### config.mk
export PLATFORM = sky130hd
export DESIGN_NAME = uartctl_top
export DESIGN_NICKNAME = d
export VERILOG_FILES = /design/src/rtl/uartctl_pkg.sv /design/src/rtl/uartctl_reg.sv /design/src/rtl/uartctl_gate.sv /design/src/rtl/uartctl_top.sv
export SDC_FILE = /design/constraint.sdc
export NUM_CORES = 1
export LEC_CHECK = 0
export BUFFER_PORTS_ARGS = -buffer_cell sky130_fd_sc_hd__buf_2
export CAP_MARGIN = 15
export CORE_MARGIN = 2
export CORE_UTILIZATION = 40
export CTS_CLUSTER_DIAMETER = 100
export DETAILED_ROUTE_END_ITERATION = 10
export PLACE_DENSITY = 0.66
export SLEW_MARGIN = 15
export SYNTH_ARGS = -nofsm -noshare
export SYNTH_HDL_FRONTEND = slang
export SYNTH_SLANG_ARGS = --single-unit
### constraint.sdc
create_clock -name clk -period 1.6 [get_ports clk]
set_input_delay 0.24 -clock clk [delete_from_list [all_inputs] [get_ports clk]]
set_output_delay 0.24 -clock clk [all_outputs]
set_load 0.02 [all_outputs]
### src/rtl/uartctl_pkg.sv
package uartctl_pkg;

    localparam int CTRL_W      = 8;
    localparam int BIT_PWR     = 7;
    localparam int BIT_TXE     = 6;
    localparam int BIT_RXE     = 5;
    localparam int BIT_DIR     = 4;
    localparam int BIT_PAR_LO  = 2;
    localparam int BIT_CLEN    = 1;
    localparam int BIT_SLEN    = 0;
    localparam int N_DIRS      = 2;
    localparam int DIR_TX      = 0;
    localparam int DIR_RX      = 1;

    localparam logic [CTRL_W-1:0] CTRL_RESET = 8'h10;

    typedef enum logic [1:0] {
        GATE_OFF    = 2'd0,
        GATE_SETTLE = 2'd1,
        GATE_LIVE   = 2'd2
    } gate_state_e;

    typedef struct packed {
        logic       dir;
        logic [1:0] parity;
        logic       clen;
        logic       slen;
    } frame_cfg_t;

endpackage

### src/rtl/uartctl_reg.sv
module uartctl_reg #(
    parameter int              W     = 8,
    parameter logic [W-1:0]    RESET = '0,
    localparam int             SW    = $clog2(W)
) (
    input  logic          clk,
    input  logic          rst_n,
    input  logic          byte_we,
    input  logic [W-1:0]  byte_data,
    input  logic          bit_we,
    input  logic [SW-1:0] bit_idx,
    input  logic          bit_val,
    output logic [W-1:0]  q
);

    always_ff @(posedge clk or negedge rst_n) begin
        if (!rst_n) begin
            q <= RESET;
        end else if (byte_we) begin
            q <= byte_data;
        end else if (bit_we) begin
            q[bit_idx] <= bit_val;
        end
    end

    // a byte write lands whole
    a_r2_byte_write: assert property (@(posedge clk) disable iff (!rst_n)
        byte_we |=> (q == $past(byte_data)));

    // a bit write touches no other bit
    a_r3_bit_isolated: assert property (@(posedge clk) disable iff (!rst_n)
        (bit_we && !byte_we) |=>
            (((q ^ $past(q)) & ~(W'(1) << $past(bit_idx))) == '0));

    // the selected bit takes the written value
    a_r3_bit_value: assert property (@(posedge clk) disable iff (!rst_n)
        (bit_we && !byte_we) |=> (q[$past(bit_idx)] == $past(bit_val)));

endmodule

### src/rtl/uartctl_gate.sv
module uartctl_gate
    import uartctl_pkg::*;
#(
    parameter int  DELAY = 2,
    localparam int CW    = $clog2(DELAY + 1)
) (
    input  logic clk,
    input  logic rst_n,
    input  logic pwr,
    input  logic en,
    output logic active
);

    gate_state_e     state_q, state_d;
    logic [CW-1:0]   cnt_q, cnt_d;
    logic            req;

    assign req = pwr & en;

    always_ff @(posedge clk or negedge rst_n) begin
        if (!rst_n) begin
            state_q <= GATE_OFF;
            cnt_q   <= '0;
        end else begin
            state_q <= state_d;
            cnt_q   <= cnt_d;
        end
    end

    always_comb begin
        state_d = state_q;
        cnt_d   = cnt_q;
        if (!req) begin
            state_d = GATE_OFF;
            cnt_d   = '0;
        end else begin
            unique case (state_q)
                GATE_OFF: begin
                    cnt_d   = CW'(1);
                    state_d = (DELAY <= 1) ? GATE_LIVE : GATE_SETTLE;
                end
                GATE_SETTLE: begin
                    if (cnt_q >= CW'(DELAY - 1)) begin
                        state_d = GATE_LIVE;
                    end else begin
                        cnt_d = cnt_q + CW'(1);
                    end
                end
                GATE_LIVE: begin
                    state_d = GATE_LIVE;
                end
                default: begin
                    state_d = GATE_OFF;
                    cnt_d   = '0;
                end
            endcase
        end
    end

    always_comb begin
        active = 1'b0;
        unique case (state_q)
            GATE_OFF:    active = 1'b0;
            GATE_SETTLE: active = 1'b0;
            GATE_LIVE:   active = req;
            default:     active = 1'b0;
        endcase
    end

    // Independent run-length counter used only by the checks
    logic [CW-1:0] run_q;
    always_ff @(posedge clk or negedge rst_n) begin
        if (!rst_n) begin
            run_q <= '0;
        end else if (!req) begin
            run_q <= '0;
        end else if (run_q < CW'(DELAY)) begin
            run_q <= run_q + CW'(1);
        end
    end

    // never qualified before the full delay
    a_r5_min_delay: assert property (@(posedge clk) disable iff (!rst_n)
        active |-> (run_q >= CW'(DELAY)));

    // qualified as soon as the delay is over
    a_r5_no_extra_delay: assert property (@(posedge clk) disable iff (!rst_n)
        (req && run_q == CW'(DELAY)) |-> active);

    // a dropped request returns the gate to its off state
    a_r7_drop_resets: assert property (@(posedge clk) disable iff (!rst_n)
        !req |=> (state_q == GATE_OFF));

    // no qualification without power
    a_r4_needs_power: assert property (@(posedge clk) disable iff (!rst_n)
        !pwr |-> !active);

endmodule

### src/rtl/uartctl_top.sv
module uartctl_top
    import uartctl_pkg::*;
#(
    parameter int ENABLE_DELAY = 2
) (
    input  logic       clk,
    input  logic       rst_n,
    input  logic       reg_byte_we,
    input  logic       reg_bit_we,
    input  logic [2:0] reg_bit_sel,
    input  logic [7:0] reg_wdata,
    output logic [7:0] reg_rdata,
    input  logic       idle_invert,
    input  logic       txd_from_eng,
    output logic       txd,
    input  logic       rx_start_det,
    output logic       rx_start_ok,
    output logic       port_rst_n,
    output logic       tx_active,
    output logic       rx_active,
    output logic       cfg_dir,
    output logic [1:0] cfg_parity,
    output logic       cfg_char_len,
    output logic       cfg_stop_len
);

    logic [CTRL_W-1:0] ctrl_q;
    logic [N_DIRS-1:0] dir_en;
    logic [N_DIRS-1:0] dir_active;
    logic              pwr;
    frame_cfg_t        fcfg;

    uartctl_reg #(
        .W     (CTRL_W),
        .RESET (CTRL_RESET)
    ) u_reg (
        .clk       (clk),
        .rst_n     (rst_n),
        .byte_we   (reg_byte_we),
        .byte_data (reg_wdata),
        .bit_we    (reg_bit_we),
        .bit_idx   (reg_bit_sel),
        .bit_val   (reg_wdata[0]),
        .q         (ctrl_q)
    );

    assign pwr            = ctrl_q[BIT_PWR];
    assign dir_en[DIR_TX] = ctrl_q[BIT_TXE];
    assign dir_en[DIR_RX] = ctrl_q[BIT_RXE];

    for (genvar d = 0; d < N_DIRS; d++) begin : g_dir
        uartctl_gate #(
            .DELAY (ENABLE_DELAY)
        ) u_gate (
            .clk    (clk),
            .rst_n  (rst_n),
            .pwr    (pwr),
            .en     (dir_en[d]),
            .active (dir_active[d])
        );
    end

    assign fcfg.dir    = ctrl_q[BIT_DIR];
    assign fcfg.parity = ctrl_q[BIT_PAR_LO +: 2];
    assign fcfg.clen   = ctrl_q[BIT_CLEN];
    assign fcfg.slen   = ctrl_q[BIT_SLEN];

    assign reg_rdata    = ctrl_q;
    assign port_rst_n   = pwr;
    assign tx_active    = dir_active[DIR_TX];
    assign rx_active    = dir_active[DIR_RX];
    assign txd          = pwr ? txd_from_eng : ~idle_invert;
    assign rx_start_ok  = rx_start_det & dir_active[DIR_RX];
    assign cfg_dir      = fcfg.dir;
    assign cfg_parity   = fcfg.parity;
    assign cfg_char_len = fcfg.clen;
    assign cfg_stop_len = fcfg.slen;

    // idle level while powered down
    a_r4_idle_level: assert property (@(posedge clk) disable iff (!rst_n)
        !port_rst_n |-> (txd != idle_invert));

    // engines off while powered down
    a_r4_engines_off: assert property (@(posedge clk) disable iff (!rst_n)
        !port_rst_n |-> (!tx_active && !rx_active));

    // start detections masked until reception qualified
    a_r8_start_mask: assert property (@(posedge clk) disable iff (!rst_n)
        rx_start_ok |-> rx_active);

endmodule

==> results_dict.tcl <==
set metrics [dict create \
    fp.dieArea_um2 3070 \
    slew_headroom_pct 76.7 \
    finalCritPeriodShare_pct 96.9 \
    ios 36 \
    grt_max_degree 17 \
    synth_ff_type "dfrtp_1" \
    slowest_delay_ns 0.40 \
    rows 18 \
    cts_sinks 16 \
    dieHeight_um 55.4 \
    postPlaceCellArea_um2 1200 \
    cts.htree.levels 1 \
    setup_viol 0 \
    ys_seq_area_share_pct 38.0 \
    drive_above_1_share_pct 37.3 \
    die_x_um 55.4 \
    preCtsSetupSlack_ns 0.206 \
    synth_edf_count 0 \
    cp_max_fo 3 \
    gp_congestion 0.837 \
    setup_tns_ns 0 \
    fin_area_um2 1340 \
    n_antenna_cell 0 \
    grt_util_all_layers_pct 14.4 \
    dp_hpwl_mm 1.56 \
    cellPowerDensity_nw_per_um2 744 \
    initial_core_util_pct 42.2 \
    yosys.area.top_type "dfrtp_1" \
    peakVddDrop_mv 0.500 \
    final-max-slew-violation-count 0 \
    post-route-util_pct 53.5 \
    leakage_uw 0.000641 \
    worstSetupStartpointType "flip-flop" \
    crit_slowest_cell "dfrtp_1" \
    ys_types 30 \
    viasPerCell 5.01 \
    drc_errors 0 \
    cp-end-kind "output port" \
    syn-num-nets 141 \
    synthCells 113 \
    async_flop_share_pct 100 \
    port-buffer-count 35 \
    area_growth_syn_to_layout_pct 26.7 \
    status "completed" \
    antenna_found_initial 0 \
    fin_ws_ns 0.0492 \
    clock_latency_ns 0.28 \
    fmax_ghz 0.645 \
    ys_ff_latch 16 \
    grt_pass1_vias 864 \
    clockBufferDepth 2 \
    cpLargestDelayFamily "flip-flops" \
    cts_tree "yes" \
    wl_per_cell_um 11.5 \
    firstDrtPassIters 4 \
    ys_warn_count 0 \
    dr.first_iter.drc_count 11 \
    hp-class "input port to flip-flop" \
    synth_common_cells "nand2_1 (18), dfrtp_1 (15), ha_1 (10)" \
    finalNetCount 179 \
    worst_ep_arrival_time_ns 1.31 \
    cp_cell_sequence "inv_2, ha_4, inv_4, nor2_4, and2_4, buf_6" \
    cts_root_buffer "clkbuf_4" \
    yosysTopAreaCellShare_pct 35.5 \
    worst_pin_slew_ns 0.349 \
    min_period_ns 1.55 \
    ant_nets 0 \
    finClkSkew_ns 0.00210 \
    synth_area_um2 1060 \
    cp_num_buf_inv 3 \
    vias 901 \
    critPathKind "flip-flop to output port" \
    hold_viol 0 \
    grt_overflow 0 \
    grt_first_pass_wirelength_mm 3.62 \
    routed_wl_mm 2.07 \
    cap_viol_max_count 0 \
    yosys-top-cells-area "dfrtp_1 (36%), ha_1 (12%), mux2i_1 (6.6%)" \
    crit_required_ns 1.36 \
    rsz0062_at_grt "yes" \
    power.total_uw 995 \
    syn_avg_cell_area_um2 9.35 \
    numCtsBuffers 3 \
    path_clk_slew_ns 0.09 \
    yosys.cell_count.top_type "nand2_1" \
    coreArea_um2 2500 \
]
-- layer usage --
metal	track usage [%]	vias to the layer above	share of wire (%)
met5	0	-	0
met4	6.62	0	0.58
met3	2.81	2	4.6
met2	23.8	23	47
met1	17.9	412	48
li1	-	464	-
-- repair_timing --
item,CTS,global route
setup endpoints to repair,2,3
endpoints found under the hold margin,15,0
hold buffers,1,0
pin swaps,1,2
resized for setup,5,10
buffers inserted,1,5
-- layout make-up --
class	count	area, µm²
Inverter	9	36.3
Multi-Input combinational cell	79	586
Tap cell	30	37.5
Fill cell	246	1160
Sequential cell	16	403
Timing Repair Buffer	42	239
Clock buffer	4	36.3
-- tightest hold or removal path, cell delays in order --
cell	delay (ns)
buf_2	0.07
nand2_1	0.04
o21ai_1	0.06
-- registers in the layout, indices dropped and copies added (netlist names) --
register              flops
u_reg.q                   8
g_dir.u_gate.cnt_q        4
g_dir.u_gate.state_q      4
-- worst paths after layout --
path | start | end | slack (ns) | cells past startpoint
setup reg to reg | g_dir[0].u_gate.state_q[1]$_DFFE_PN0P_ | g_dir[0].u_gate.cnt_q[0]$_DFFE_PN0P_ | 0.19 | 5
setup / recovery | g_dir[1].u_gate.state_q[0]$_DFFE_PN0P_ | rx_start_ok | 0.05 | 6
hold / removal | reg_wdata[1] | u_reg.q[1]$_DFFE_PN0P_ | 0.16 | 3
min in group asynchronous | rst_n | g_dir[0].u_gate.state_q[1]$_DFFE_PN0P_ | 0.38 | 2
max in group asynchronous | rst_n | u_reg.q[4]$_DFFE_PN1P_ | 0.92 | 2
hold reg to reg | u_reg.q[0]$_DFFE_PN0P_ | u_reg.q[0]$_DFFE_PN0P_ | 0.54 | 1
-- cell usage in the layout, fill, tap and decap left out, types with 2 or more instances in the layout --
cell type,netlist,routed
o21ai_1,8,8
buf_4,8,7
a21oi_1,6,6
ha_1,10,8
inv_1,9,7
nand4_1,2,2
and4bb_1,3,3
buf_2,0,33
nand3_1,4,4
dfrtp_1,15,14
o21ai_0,2,2
clkbuf_4,0,3
mux2i_1,7,7
nand2_1,18,17
nand4b_1,3,3
-- power breakdown --
group	internal (µW)	switching (µW)	leakage (µW)	total [µW]
Clock	138	127	0.0000210	265
Sequential	436	26.1	0.000203	463
Combinational	110	157	0.000417	268
Total	685	310	0.000641	995
-- kinds of logic after synthesis --
group / Yosys count / share of synthesized area (%)
AOI/OAI and AO/OA: 20 / 10.4
adders and majority gates: 10 / 11.8
buffers and inverters: 18 / 9.24
DFF: 16 / 38.0
muxes: 8 / 8.06
and+or+nand+nor: 41 / 22.4
-- metrics by stage --
stage / hold WS (ns) / instances
CTS: 0.157 / 175
finish: 0.161 / 180
global route: 0.164 / 180
global placement: 0.175 / 169
detailed placement: 0.176 / 169
floorplan: -0.0556 / 113
(Power assumes the default switching activity.)
